<file path="src/rtl/audio_clk_pkg.sv">
package audio_clk_pkg;

    localparam int DIV_W   = 8;
    localparam int FRAME_W = 7;

    typedef enum logic [1:0] {
        WORD_8  = 2'd0,
        WORD_16 = 2'd1,
        WORD_24 = 2'd2,
        WORD_32 = 2'd3
    } word_code_e;

    typedef struct packed {
        logic phase;
        logic rise;
    } half_div_out_t;

    function automatic logic [FRAME_W-1:0] frame_len(input logic [1:0] code);
        logic [FRAME_W-1:0] words;
        words = FRAME_W'(code) + FRAME_W'(1);
        return words << 4;
    endfunction

endpackage

</file>
<file path="src/rtl/half_div.sv">
module half_div #(
    parameter int W = 8
) (
    input  logic         clk,
    input  logic         rst,
    input  logic         run,
    input  logic [W-1:0] div,
    output logic         term,
    output logic         phase,
    output logic         rise
);
    logic [W-1:0] cnt_q;
    logic [W-1:0] act_q;

    assign term = run && (cnt_q == act_q);

    always_ff @(posedge clk) begin
        if (rst || !run) begin
            cnt_q <= '0;
            act_q <= div;
            phase <= 1'b0;
            rise  <= 1'b0;
        end else if (cnt_q == act_q) begin
            cnt_q <= '0;
            act_q <= div;
            phase <= ~phase;
            rise  <= ~phase;
        end else begin
            cnt_q <= cnt_q + W'(1);
            rise  <= 1'b0;
        end
    end
endmodule

</file>
<file path="src/rtl/edge_sync.sv">
module edge_sync #(
    parameter int STAGES = 2
) (
    input  logic clk,
    input  logic rst,
    input  logic async_in,
    output logic rise
);
    logic [STAGES:0] sh_q;

    always_ff @(posedge clk) begin
        if (rst) begin
            sh_q <= '0;
            rise <= 1'b0;
        end else begin
            sh_q <= {sh_q[STAGES-1:0], async_in};
            rise <= sh_q[STAGES-1] & ~sh_q[STAGES];
        end
    end
endmodule

</file>
<file path="src/rtl/audio_clkgen.sv">
module audio_clkgen
    import audio_clk_pkg::*;
#(
    parameter int BDIV_W = DIV_W,
    parameter int MDIV_W = DIV_W
) (
    input  logic                clk,
    input  logic                rst,
    input  logic                en,
    input  logic                slave_mode,
    input  logic                mclk_en,
    input  logic [MDIV_W-1:0]   mclk_div,
    input  logic [BDIV_W-1:0]   bclk_div,
    input  logic [1:0]          word_code,
    input  logic                ext_bclk,
    output logic                mclk,
    output logic                bclk,
    output logic                bclk_stb,
    output logic [FRAME_W-1:0]  frame_bits
);
    localparam logic [MDIV_W-1:0] M_ONE = MDIV_W'(1);

    half_div_out_t b_out, m_out;
    logic b_run, m_run, b_term, m_term;
    logic m_zero, byp_q, ext_rise;
    logic [MDIV_W-1:0] m_half;

    assign b_run  = en && !slave_mode;
    assign m_run  = en && mclk_en;
    assign m_zero = (mclk_div == '0);
    assign m_half = m_zero ? '0 : (mclk_div - M_ONE);

    half_div #(.W(BDIV_W)) u_bdiv (
        .clk(clk), .rst(rst), .run(b_run), .div(bclk_div),
        .term(b_term), .phase(b_out.phase), .rise(b_out.rise)
    );

    half_div #(.W(MDIV_W)) u_mdiv (
        .clk(clk), .rst(rst), .run(m_run), .div(m_half),
        .term(m_term), .phase(m_out.phase), .rise(m_out.rise)
    );

    edge_sync #(.STAGES(2)) u_sync (
        .clk(clk), .rst(rst), .async_in(ext_bclk), .rise(ext_rise)
    );

    // bypass flag reloads together with the divider, at half-period end
    always_ff @(posedge clk) begin
        if (rst || !m_run || m_term) byp_q <= m_zero;
    end

    assign mclk       = m_run && (byp_q ? clk : m_out.phase);
    assign bclk       = !slave_mode && b_out.phase;
    assign bclk_stb   = slave_mode ? (en && ext_rise) : b_out.rise;
    assign frame_bits = frame_len(word_code);

    logic unused_ok;
    assign unused_ok = b_term ^ m_out.rise;
endmodule

</file>
<file path="config.mk">
export PLATFORM = sky130hd
export DESIGN_NAME = audio_clkgen
export DESIGN_NICKNAME = d
export VERILOG_FILES = /design/src/rtl/audio_clk_pkg.sv /design/src/rtl/half_div.sv /design/src/rtl/edge_sync.sv /design/src/rtl/audio_clkgen.sv
export SDC_FILE = /design/constraint.sdc
export NUM_CORES = 1
export LEC_CHECK = 0
export BUFFER_PORTS_ARGS = -buffer_cell sky130_fd_sc_hd__buf_2
export CORE_MARGIN = 2
export CORE_UTILIZATION = 51
export CTS_BUF_LIST = sky130_fd_sc_hd__clkbuf_4 sky130_fd_sc_hd__clkbuf_8
export CTS_CLUSTER_SIZE = 8
export DETAILED_ROUTE_END_ITERATION = 8
export PLACE_DENSITY = 0.74
export SYNTH_ARGS = -nofsm -noshare
export SYNTH_HDL_FRONTEND = slang
export SYNTH_SLANG_ARGS = --single-unit
</file>
<file path="constraint.sdc">
create_clock -name clk -period 2 [get_ports clk]
set_input_delay 0.4 -clock clk [delete_from_list [all_inputs] [get_ports clk]]
set_output_delay 0.4 -clock clk [all_outputs]
set_load 0.1 [all_outputs]
</file>
**Yosys cells after proc, flatten, opt, wreduce, memory -nomap -nowiden**

Cells that the tools add are included.

- Register bits after elaboration: 40
- Output and inout port bits: 10
- Logic and storage cells: 46

- Add/subtract/negate cells: 4
- Equality and inequality tests: 2
- Multiplexer cells: 7
- Bitwise gates (word level): 5
- Reductions and logical operators: 18

Operators with widths:

| cell | count |
|---|---|
| $mux W8 | 5 |
| $add A8 B1 Y8 const B | 2 |
| $eq A8 B8 Y1 | 2 |
| $logic_not A8 Y1 | 1 |
| $sub A8 B1 Y8 const B | 1 |
| $logic_and A1 B1 Y1 | 6 |
| $reduce_or A2 Y1 | 3 |
| $not A1 Y1 | 4 |
| $reduce_bool A2 Y1 | 2 |
| $add A2 B1 Y3 const B | 1 |
| $logic_not A1 Y1 | 3 |
| $logic_or A1 B1 Y1 | 3 |
| $mux W1 | 2 |
| $and A1 B1 Y1 | 1 |

**Logic depth before layout (Yosys ltp)**

- Depth after elaboration: 5
- Mapped depth: 5
- Mapped depth without buffers: 5

**Hierarchy**

Synthesis repeated with hierarchy kept, for this count alone.

- Cells, all modules: 173
- Area, all modules: 1911.8 µm²

By module, submodules not included:

| module | times used | cells each | area each (µm²) |
|---|---|---|---|
| half_div | 2 | 59 | 739.5 |
| audio_clkgen | 1 | 47 | 321.6 |
| edge_sync | 1 | 8 | 111.4 |

==> flow_summary.json <==
{
  "setup-violations-final": 0,
  "status": "finished clean",
  "clk_latency_ns": 0.48,
  "fp.dieW_um": 62.9,
  "grt_max_degree": 17,
  "synth_area_per_cell_um2": 11.0,
  "grt_pass1_vias": 1220,
  "vias": 1209,
  "ys_warn_count": 0,
  "dr.pass1.iters": 4,
  "timing.hold.ws_ns": 0.0846,
  "maxCapViolCount": 0,
  "routed_wl_um": 2930,
  "power.leakage_nw": 0.822,
  "grt_first_pass_wirelength_um": 5220,
  "ir_drop_v": 0.000527,
  "routed_via_density": 4.88,
  "syn-instance-count": 161,
  "synth_area_um2": 1770,
  "gp_congestion": 0.846,
  "ant_nets": 0,
  "grt_usage_pct": 18.0,
  "fillCellCount": 279,
  "n_antenna_cell": 0,
  "end_kind": "output pin",
  "synth_seq_cells": 40,
  "critical_path_arrival_ns": 1.51,
  "wl_per_cell_um": 11.8,
  "port-buffer-count": 29,
  "post-dp-hpwl_um": 2180,
  "synthArstFlopShare_pct": 0,
  "io_pins": 34,
  "ys.flop_type": "dfxtp_1",
  "drive_gt1_share_pct": 25.2,
  "hp-class": "input port to flip-flop",
  "syn_to_final_growth_pct": 21.3,
  "die_h_um": 62.9,
  "die-area_um2": 3960,
  "hold_viol_final": 0,
  "fin_nets": 229,
  "core-area_um2": 3340,
  "worstSetupPathType": "clock port to output pin",
  "ys_types": 29,
  "drtIter0Drc": 32,
  "startpoint_type": "clock port",
  "drc": 0,
  "clk_pin_slew_worst_paths_ns": 0.13,
  "worstPathRequired_ns": 1.60,
  "initial_core_util_pct": 53.0,
  "yosysSeqAreaShare_pct": 54.9,
  "cts_tree": "yes",
  "postCtsHoldBufs": 0,
  "grt_antenna_before_repair": 0,
  "slew_violations": 0,
  "grt_overflow": 0,
  "p_per_area_nw_per_um2": 902,
  "postLayoutCoreUtil_pct": 64.3,
  "rsz0062_at_grt": "no",
  "fin_worst_skew_ns": 0.0153,
  "rows": 21,
  "crit_fanout": 2,
  "synth_edf_count": 17
}
==> critical path, cell delays in order <==
cell and delay, ns:
clkbuf_4 0.11, mux2i_2 0.15, nor2_2 0.08, buf_12 0.16
==> placed cells by master, fill, tap and decap left out, types with 4 or more instances in the layout <==
cell / count
buf_2: 28
nor2_1: 25
xnor2_1: 23
dfxtp_1: 23
edfxtp_1: 17
xor2_1: 9
nand3_1: 8
clkbuf_4: 7
inv_1: 6
nor2b_1: 6
nand4_1: 5
nand2_1: 4
ha_1: 4
conb_1: 4
==> cell usage after synthesis (2+ instances only) <==
cell type | count | area, um^2
and3_1 | 2 | 12.5
nor2b_1 | 7 | 43.8
buf_4 | 4 | 30.0
xor2_1 | 9 | 78.8
or3_1 | 2 | 12.5
edfxtp_1 | 17 | 510
dfxtp_1 | 23 | 460
nand4_1 | 5 | 31.3
inv_1 | 6 | 22.5
o21ai_1 | 2 | 10.0
nor3_1 | 3 | 15.0
xnor2_1 | 23 | 201
nand2_1 | 4 | 15.0
nand3_1 | 8 | 40.0
nor2_1 | 26 | 97.6
mux2_2 | 2 | 22.5
o21ai_0 | 3 | 15.0
ha_1 | 4 | 50.1
==> state kept, by name, indices dropped and copies added, names as in the netlist <==
| signal | count |
|---|---|
| byp_q | 1 |
| u_bdiv.act_q | 8 |
| u_bdiv.cnt_q | 8 |
| u_bdiv.phase | 1 |
| u_bdiv.rise | 1 |
| u_mdiv.act_q | 8 |
| u_mdiv.cnt_q | 8 |
| u_mdiv.phase | 1 |
| u_sync.rise | 1 |
| u_sync.sh_q | 3 |
==> routing by layer <==
layer	share of wire, %	routed length [um]	vias to the layer above	GRT usage, %
li1	-	-	620	-
met1	42	1220	543	17.6
met2	50	1470	39	30.3
met3	5.6	165	7	7.75
met4	2.5	74	0	12.8
met5	0	0	-	0
==> final cells by class <==
class | instances | area, um^2 | area share [%]
sequential | 40 | 971 | 45.2
multi-input combinational | 114 | 769 | 35.9
timing repair buffer | 31 | 163 | 7.58
clock inverter | 3 | 90.1 | 4.20
clock buffer | 8 | 72.6 | 3.38
inverter | 6 | 22.5 | 1.05
tap | 46 | 57.6 | 2.68
==> worst paths after layout <==
kind / slack (ns) / from / to / cells after the start
worst min register to register: 0.42 / u_sync.sh_q[2] / u_sync.rise / 1
worst max-delay path: 0.09 / clk / mclk / 4
worst max register to register: 0.48 / u_mdiv.cnt_q[4] / u_mdiv.act_q[6] / 4
worst min-delay path: 0.08 / bclk_div[3] / u_bdiv.act_q[3] / 1
==> where the power goes <==
part	total, mW	switching [mW]	internal (mW)
combinational	0.173	0.116	0.0573
sequential	0.901	0.0159	0.885
clock	0.861	0.294	0.567
total	1.93	0.425	1.51
==> cell families (layout without fill, tap and decap cells) <==
logic type | Yosys count | in the layout | synth area share [%]
simple gates | 64 | 64 | 19.2
flops | 40 | 40 | 54.9
xor+xnor | 32 | 32 | 15.8
buf+inv | 10 | 48 | 2.97
compound gates | 7 | 7 | 2.26
fa+ha+maj | 4 | 4 | 2.83
mux | 3 | 3 | 1.84
other cells | 1 | 4 | 0.212
==> per-stage QoR <==
step                cell area (um^2)  setup WS (ns)  setup TNS [ns]  std cells  power, mW
floorplan                       1790          0.171               0        164       1.06
global placement                1980         0.0351               0        238       1.10
detailed placement              1980       -0.00334        -0.00334        238       1.11
CTS                             2150         0.0826               0        248       1.95
global route                    2150         0.0871               0        248       2.00
finish                          2150         0.0936               0        248       1.93
==> timing repair <==
item / CTS / global route
gates resized for setup: 5 / 0
setup buffers: 0 / 0
endpoints found under the hold margin: 0 / 0
setup endpoints to repair: 1 / 0
(Power assumes the default switching activity.)
